[src/rtl/sdram_trk_pkg.sv]
package sdram_trk_pkg;

   typedef enum logic [3:0] {
      C_DESL, C_NOP, C_BST, C_RD, C_WR, C_ACT, C_PRE, C_REF, C_MRS
   } cmd_e;

   typedef enum logic [2:0] {
      S_IDLE = 3'd0,
      S_OPEN = 3'd1,
      S_ROW  = 3'd2,
      S_RDAC = 3'd3,
      S_WRAC = 3'd4,
      S_WREC = 3'd5,
      S_CLOS = 3'd6
   } bst_e;

   function automatic logic nop_like(input cmd_e c);
      return (c == C_DESL) || (c == C_NOP);
   endfunction

   function automatic logic timed(input bst_e s);
      return (s == S_OPEN) || (s == S_RDAC) || (s == S_WRAC) ||
             (s == S_WREC) || (s == S_CLOS);
   endfunction

endpackage

[src/rtl/sdram_cmd_decode.sv]
module sdram_cmd_decode
   import sdram_trk_pkg::*;
#(
   parameter int BA_W     = 2,
   parameter int BANK_IDX = 0
) (
   input  logic            cs_n,
   input  logic            ras_n,
   input  logic            cas_n,
   input  logic            we_n,
   input  logic [BA_W-1:0] ba,
   input  logic            a10,
   output cmd_e            cmd_o
);
   localparam logic [BA_W-1:0] MY_BA = BA_W'(BANK_IDX);

   cmd_e raw;
   logic hit;

   assign hit = (ba == MY_BA);

   always_comb begin
      raw = C_DESL;
      if (!cs_n) begin
         case ({ras_n, cas_n, we_n})
            3'b111:  raw = C_NOP;
            3'b110:  raw = C_BST;
            3'b101:  raw = C_RD;
            3'b100:  raw = C_WR;
            3'b011:  raw = C_ACT;
            3'b010:  raw = C_PRE;
            3'b001:  raw = C_REF;
            default: raw = C_MRS;
         endcase
      end
   end

   // bank filter: row/column commands only for this bank, close row also when all-bank
   always_comb begin
      cmd_o = raw;
      case (raw)
         C_RD, C_WR, C_ACT: if (!hit) cmd_o = C_NOP;
         C_PRE:             if (!hit && !a10) cmd_o = C_NOP;
         default:           cmd_o = raw;
      endcase
   end
endmodule

[src/rtl/sdram_burst_cfg.sv]
module sdram_burst_cfg #(
   parameter int          LEN_W        = 8,
   parameter int          PAGE_BEATS   = 256,
   parameter bit          FULL_PAGE_EN = 1'b1,
   parameter logic [2:0]  RST_CODE     = 3'd0
) (
   input  logic             clk,
   input  logic             rst_n,
   input  logic             load,
   input  logic [2:0]       code_in,
   output logic [LEN_W-1:0] bl_m1
);
   logic [2:0]       code_q;
   logic [LEN_W-1:0] page_m1;

   generate
      if (FULL_PAGE_EN) begin : g_page
         assign page_m1 = LEN_W'(PAGE_BEATS - 1);
      end else begin : g_nopage
         assign page_m1 = '0;
      end
      if (PAGE_BEATS < 8 || PAGE_BEATS > (1 << LEN_W)) begin : g_bad_page
         $error("sdram_burst_cfg: PAGE_BEATS out of range");
      end
   endgenerate

   always_ff @(posedge clk) begin
      if (!rst_n)    code_q <= RST_CODE;
      else if (load) code_q <= code_in;
   end

   always_comb begin
      case (code_q)
         3'd1:    bl_m1 = LEN_W'(1);
         3'd2:    bl_m1 = LEN_W'(3);
         3'd3:    bl_m1 = LEN_W'(7);
         3'd7:    bl_m1 = page_m1;
         default: bl_m1 = '0;
      endcase
   end

   // the burst code may only move on an accepted mode write
   p_bl_hold_r11: assert property (@(posedge clk) disable iff (!rst_n)
      !load |=> $stable(code_q));
endmodule

[src/rtl/sdram_dwell_cnt.sv]
module sdram_dwell_cnt #(
   parameter int W = 8
) (
   input  logic         clk,
   input  logic         rst_n,
   input  logic         load,
   input  logic [W-1:0] load_val,
   output logic         zero_o
);
   logic [W-1:0] cnt_q;

   always_ff @(posedge clk) begin
      if (!rst_n)              cnt_q <= '0;
      else if (load)           cnt_q <= load_val;
      else if (cnt_q != '0)    cnt_q <= cnt_q - 1'b1;
   end

   assign zero_o = (cnt_q == '0);

   // once expired the counter stays expired until reloaded (R10: timers keep running)
   p_zero_sticky_r10: assert property (@(posedge clk) disable iff (!rst_n)
      (zero_o && !load) |=> zero_o);
endmodule

[src/rtl/sdram_bank_tracker.sv]
module sdram_bank_tracker
   import sdram_trk_pkg::*;
#(
   parameter int BA_W         = 2,
   parameter int BANK_IDX     = 0,
   parameter int TRCD         = 3,
   parameter int TRP          = 3,
   parameter int TWR          = 2,
   parameter int PAGE_BEATS   = 256,
   parameter bit FULL_PAGE_EN = 1'b1
) (
   input  logic            clk,
   input  logic            rst_n,
   input  logic            cs_n,
   input  logic            ras_n,
   input  logic            cas_n,
   input  logic            we_n,
   input  logic [BA_W-1:0] ba,
   input  logic            a10,
   input  logic [2:0]      mode_a,
   output logic [2:0]      state_o,
   output logic            illegal_o,
   output logic            ready_o
);
   localparam int MAX_T = (TRCD > TRP) ? ((TRCD > TWR) ? TRCD : TWR)
                                       : ((TRP > TWR) ? TRP : TWR);
   localparam int MAX_D = (MAX_T > PAGE_BEATS) ? MAX_T : PAGE_BEATS;
   localparam int CNT_W = (MAX_D > 8) ? $clog2(MAX_D) : 3;

   generate
      if (TRCD < 1 || TRP < 1 || TWR < 1) begin : g_bad_timing
         $error("sdram_bank_tracker: timing counts must be at least 1");
      end
      if (BANK_IDX < 0 || BANK_IDX >= (1 << BA_W)) begin : g_bad_bank
         $error("sdram_bank_tracker: BANK_IDX does not fit in BA_W");
      end
   endgenerate

   cmd_e             cmd;
   bst_e             st_q, eff, nxt;
   logic             zero, ill_c, ill_q, mrs_ok, ld;
   logic [CNT_W-1:0] bl_m1, ld_val;

   sdram_cmd_decode #(.BA_W(BA_W), .BANK_IDX(BANK_IDX)) u_dec (
      .cs_n(cs_n), .ras_n(ras_n), .cas_n(cas_n), .we_n(we_n),
      .ba(ba), .a10(a10), .cmd_o(cmd)
   );

   sdram_burst_cfg #(.LEN_W(CNT_W), .PAGE_BEATS(PAGE_BEATS),
                     .FULL_PAGE_EN(FULL_PAGE_EN), .RST_CODE(3'd0)) u_bl (
      .clk(clk), .rst_n(rst_n), .load(mrs_ok), .code_in(mode_a), .bl_m1(bl_m1)
   );

   sdram_dwell_cnt #(.W(CNT_W)) u_cnt (
      .clk(clk), .rst_n(rst_n), .load(ld), .load_val(ld_val), .zero_o(zero)
   );

   // state seen by the command at this edge: an expired interval already hands over
   always_comb begin
      eff = st_q;
      if (zero) begin
         case (st_q)
            S_OPEN:  eff = S_ROW;
            S_RDAC:  eff = S_CLOS;
            S_WRAC:  eff = S_WREC;
            S_WREC:  eff = S_CLOS;
            S_CLOS:  eff = S_IDLE;
            default: eff = st_q;
         endcase
      end
   end

   always_comb begin
      ill_c  = 1'b0;
      nxt    = eff;
      mrs_ok = 1'b0;
      case (eff)
         S_IDLE: begin
            case (cmd)
               C_RD, C_WR: ill_c  = 1'b1;
               C_ACT:      nxt    = S_OPEN;
               C_MRS:      mrs_ok = 1'b1;
               default:    ;
            endcase
         end
         S_OPEN: ill_c = !(nop_like(cmd) || cmd == C_BST);
         S_ROW: begin
            case (cmd)
               C_RD:                ill_c = 1'b0;
               C_WR:                ill_c = 1'b0;
               C_PRE:               nxt   = S_CLOS;
               C_ACT, C_REF, C_MRS: ill_c = 1'b1;
               default:             ;
            endcase
            if (cmd == C_RD && a10) nxt = S_RDAC;
            if (cmd == C_WR && a10) nxt = S_WRAC;
         end
         S_RDAC, S_WRAC: ill_c = !nop_like(cmd);
         default: begin
            case (cmd)
               C_RD, C_WR, C_ACT, C_REF, C_MRS: ill_c = 1'b1;
               default:                         ;
            endcase
         end
      endcase
   end

   always_comb begin
      case (nxt)
         S_OPEN:         ld_val = CNT_W'(TRCD - 1);
         S_RDAC, S_WRAC: ld_val = bl_m1;
         S_WREC:         ld_val = CNT_W'(TWR - 1);
         S_CLOS:         ld_val = CNT_W'(TRP - 1);
         default:        ld_val = '0;
      endcase
   end
   assign ld = (nxt != st_q) && timed(nxt);

   always_ff @(posedge clk) begin
      if (!rst_n) begin
         st_q  <= S_IDLE;
         ill_q <= 1'b0;
      end else begin
         st_q  <= nxt;
         ill_q <= ill_c;
      end
   end

   assign state_o   = eff;
   assign illegal_o = ill_q;
   assign ready_o   = (eff == S_IDLE) || (eff == S_ROW);

   p_act_entry_r3: assert property (@(posedge clk) disable iff (!rst_n)
      (eff == S_IDLE && cmd == C_ACT) |=> st_q == S_OPEN);

   p_ill_hold_r10: assert property (@(posedge clk) disable iff (!rst_n)
      (ill_c && (eff == S_IDLE || eff == S_ROW)) |=> st_q == $past(eff));

   p_rdac_hold_r5: assert property (@(posedge clk) disable iff (!rst_n)
      (st_q == S_RDAC && !zero) |=> st_q == S_RDAC);

   p_rec_entry_r6: assert property (@(posedge clk) disable iff (!rst_n)
      $rose(st_q == S_WREC) |-> $past(st_q) == S_WRAC);
endmodule

[config.mk]
export PLATFORM = sky130hd
export DESIGN_NAME = sdram_bank_tracker
export DESIGN_NICKNAME = d
export VERILOG_FILES = /design/src/rtl/sdram_trk_pkg.sv /design/src/rtl/sdram_cmd_decode.sv /design/src/rtl/sdram_burst_cfg.sv /design/src/rtl/sdram_dwell_cnt.sv /design/src/rtl/sdram_bank_tracker.sv
export SDC_FILE = /design/constraint.sdc
export NUM_CORES = 1
export LEC_CHECK = 0
export BUFFER_PORTS_ARGS = -buffer_cell sky130_fd_sc_hd__buf_4
export CAP_MARGIN = 20
export CORE_ASPECT_RATIO = 1.4
export CORE_MARGIN = 2
export CORE_UTILIZATION = 62
export CTS_CLUSTER_SIZE = 8
export DETAILED_ROUTE_END_ITERATION = 10
export PLACE_DENSITY = 0.81
export SYNTH_ARGS = -nofsm -noshare
export SYNTH_HDL_FRONTEND = slang
export SYNTH_HIERARCHICAL = 1
export SYNTH_SLANG_ARGS = --single-unit
[constraint.sdc]
create_clock -name clk -period 5.8 [get_ports clk]
set_clock_uncertainty 0.2 [all_clocks]
set_input_delay 1.16 -clock clk [delete_from_list [all_inputs] [get_ports clk]]
set_output_delay 1.16 -clock clk [all_outputs]
set_load 0.01 [all_outputs]
==> reports/metrics.yaml <==
sta:
  fin_crit_sh_pct: 74.5
  setup_slack_ns: 1.48
  tns_ns: 0
  finalSetupViolCount: 0
  maxClockFrequency_ghz: 0.231
  worstMarginPinSlew_ns: 0.959
  relSlewSlack_pct: 35.2
  rsz0062_at_grt: "no"
  period_minus_slack_ns: 4.32
  hold_viol: 0
  whs_ns: 0.314
  drv_slew: 0
clocking:
  cts_sinks: 15
  cts_root_buf: "clkbuf_4"
  cts_buffer_depth: 2
  path_clk_slew_ns: 0.09
  holdBufCountCts: 0
  cts_tree: "built"
  cts_made_buffers: 3
  cts_post_setup_buffers_inserted: 0
  cts_resized: 0
  htree_num_levels: 1
  clock_latency_ns: 0.29
global_routing:
  grt_pass1_wl_um: 5530
  grt_max_degree: 22
  grt_pass1_vias: 1318
  antenna_found_initial: 0
  track_usage_pct: 26.7
  grt_overflow: 0
setup_path:
  cp-end-kind: "register"
  crit_slowest_cell: "o41ai_1"
  cp.required_ns: 5.77
  path_class: "input pin to register"
  max_stage_delay_ns: 0.78
  critPathMaxFanout: 9
  worstPathArrival_ns: 4.29
  crit_chain: "buf_4 > nor2_1 > a211oi_1 > o41ai_1 > and4bb_1 > a32oi_1 > o2111ai_4 > a21boi_1 > o2bb2ai_1 > inv_1 > o21ai_0 > a21oi_1"
  crit_path_start_kind: "input pin"
synth:
  synth_most_common_cell: "dfxtp_1"
  synth_top_cell_area_share_pct: 21.0
  synth-seq-cells: 15
  synth_cells: 173
  async_reset_ff_share_pct: 0
  synth_top_cells_by_count: "dfxtp_1 (15), inv_1 (11), nand2_1 (11), nor2_1 (11)"
  synth_cell_types: 59
  avgSynthCellArea_um2: 8.26
  synth_edf_count: 0
  syn_area_um2: 1430
  synthFlopType: "dfxtp_1"
  seq_area_frac_synth_pct: 21.0
  ys_top_cells_by_area: "dfxtp_1 (21%), a21boi_1 (4.2%), a21oi_1 (3.2%)"
  yosysWarnings: 6
  yosysTopAreaCell: "dfxtp_1"
  syn_nets: 186
route:
  vias: 1338
  postRouteAntennaNets: 0
  routedWlPerCell_um: 15.6
  drt_wl_total_um: 3200
  drc: 0
  dr.pass1.iters: 4
  viasPerCell: 6.53
  drtIter0Drc: 44
placement:
  hpwl_um: 2410
  io_buffers: 16
  pre_cts_ws_ns: 1.18
  gp_congestion: 0.882
die:
  die_y_um: 60.8
  num_io_pins: 17
  initial_core_util_pct: 65.6
  die_area_um2: 2710
  core_region_area_um2: 2180
  core.rowCount: 20
  die_x_um: 44.6
hold_path:
  hold_class: "register to register"
pwr:
  vdd_drop_max_v: 0.000258
  p_leak_nw: 0.559
  cellPowerDensity_nw_per_um2: 275
final_layout:
  multi_input_area_um2: 1010
  synthToLayoutAreaGrowth_pct: 7.01
  fill_cells: 181
  n_antenna_cell: 0
  regArea_um2: 300
  final_core_util_pct: 70.2
  drive_gt1_share_pct: 18.0
  layout.nets: 197
run:
  drv_cap: 0
status:
  status: "finished, final reports clean"
==> placed cells by master (no fill, tap or decap), drive strengths merged, types with 3 or more instances in the layout <==
| cell type | Yosys | routed |
|---|---|---|
| o31ai | 5 | 5 |
| inv | 11 | 11 |
| a21boi | 8 | 8 |
| a21oi | 9 | 9 |
| clkbuf | 1 | 4 |
| nor2b | 6 | 6 |
| nand2 | 12 | 12 |
| dfxtp | 15 | 15 |
| nand3 | 9 | 9 |
| xnor2 | 4 | 4 |
| o21ai | 9 | 9 |
| nor3b | 5 | 5 |
| buf | 10 | 17 |
| and2 | 5 | 5 |
| a221o | 3 | 3 |
| nand3b | 3 | 3 |
| mux2i | 4 | 4 |
| nor2 | 11 | 11 |
==> kinds of logic (layout without fill, tap and decap cells) <==
family / Yosys count / in the layout / share of synthesized area [%]
XOR/XNOR: 6 / 6 / 3.68
flip-flops: 15 / 15 / 21.0
AO/OA/AOI/OAI: 56 / 56 / 30.8
adder cells (fa/ha/maj): 2 / 2 / 1.66
AND/OR/NAND/NOR: 67 / 67 / 30.6
buffers and inverters: 22 / 32 / 8.58
multiplexers: 5 / 5 / 3.59
==> metal layers <==
| layer | vias up | part of all wire, % | wire [um] | global-route usage (%) |
|---|---|---|---|---|
| met5 | - | 0 | 0 | 0 |
| met2 | 28 | 55 | 1760 | 49.1 |
| met3 | 6 | 2.4 | 77 | 2.68 |
| li1 | 671 | - | - | - |
| met1 | 633 | 41 | 1310 | 29.5 |
| met4 | 0 | 1.4 | 45 | 14.3 |
==> layout make-up <==
cell class | count | area share (%)
clock buffers | 4 | 1.72
inverters | 11 | 2.70
multi-input cells | 136 | 65.8
flip-flops and latches | 15 | 19.6
well taps | 22 | 1.80
repair buffers | 17 | 8.35
==> registers in the layout, indices dropped and copies added, names as in the netlist <==
signal,count
illegal_o,1
st_q,3
u_bl/code_q,3
u_cnt/cnt_q,8
==> worst max-delay path: cells and delay by family <==
| family | cells | cell delay, ns |
|---|---|---|
| AOI/OAI and AO/OA | 8 | 2.17 |
| buffers and inverters | 2 | 0.40 |
| and+or+nand+nor | 2 | 0.56 |
==> path summary, 6_finish.rpt <==
kind	depth (start not counted)	to	slack, ns	startpoint
setup / recovery	12	u_cnt/cnt_q[7]	1.48	ba[1]
hold / removal	2	u_cnt/cnt_q[6]	0.31	u_cnt/cnt_q[6]
setup reg to reg	10	u_cnt/cnt_q[7]	2.02	u_cnt/cnt_q[3]
hold reg to reg	2	u_cnt/cnt_q[6]	0.31	u_cnt/cnt_q[6]
==> stage by stage <==
step	cell area (um^2)	power [mW]	instances
6_report	1530	0.420	205
5_1_grt	1530	0.444	205
4_1_cts	1530	0.418	205
3_5_place_dp	1500	0.355	201
3_3_place_gp	1500	0.348	201
2_1_floorplan	1430	0.323	173
==> power by group <==
part	internal [mW]	switching (mW)	total [mW]
sequential	0.125	0.0267	0.151
clock	0.0268	0.0347	0.0615
combinational	0.0916	0.116	0.207
total	0.243	0.177	0.420
No activity file was read; power rests on OpenSTA's default activity.
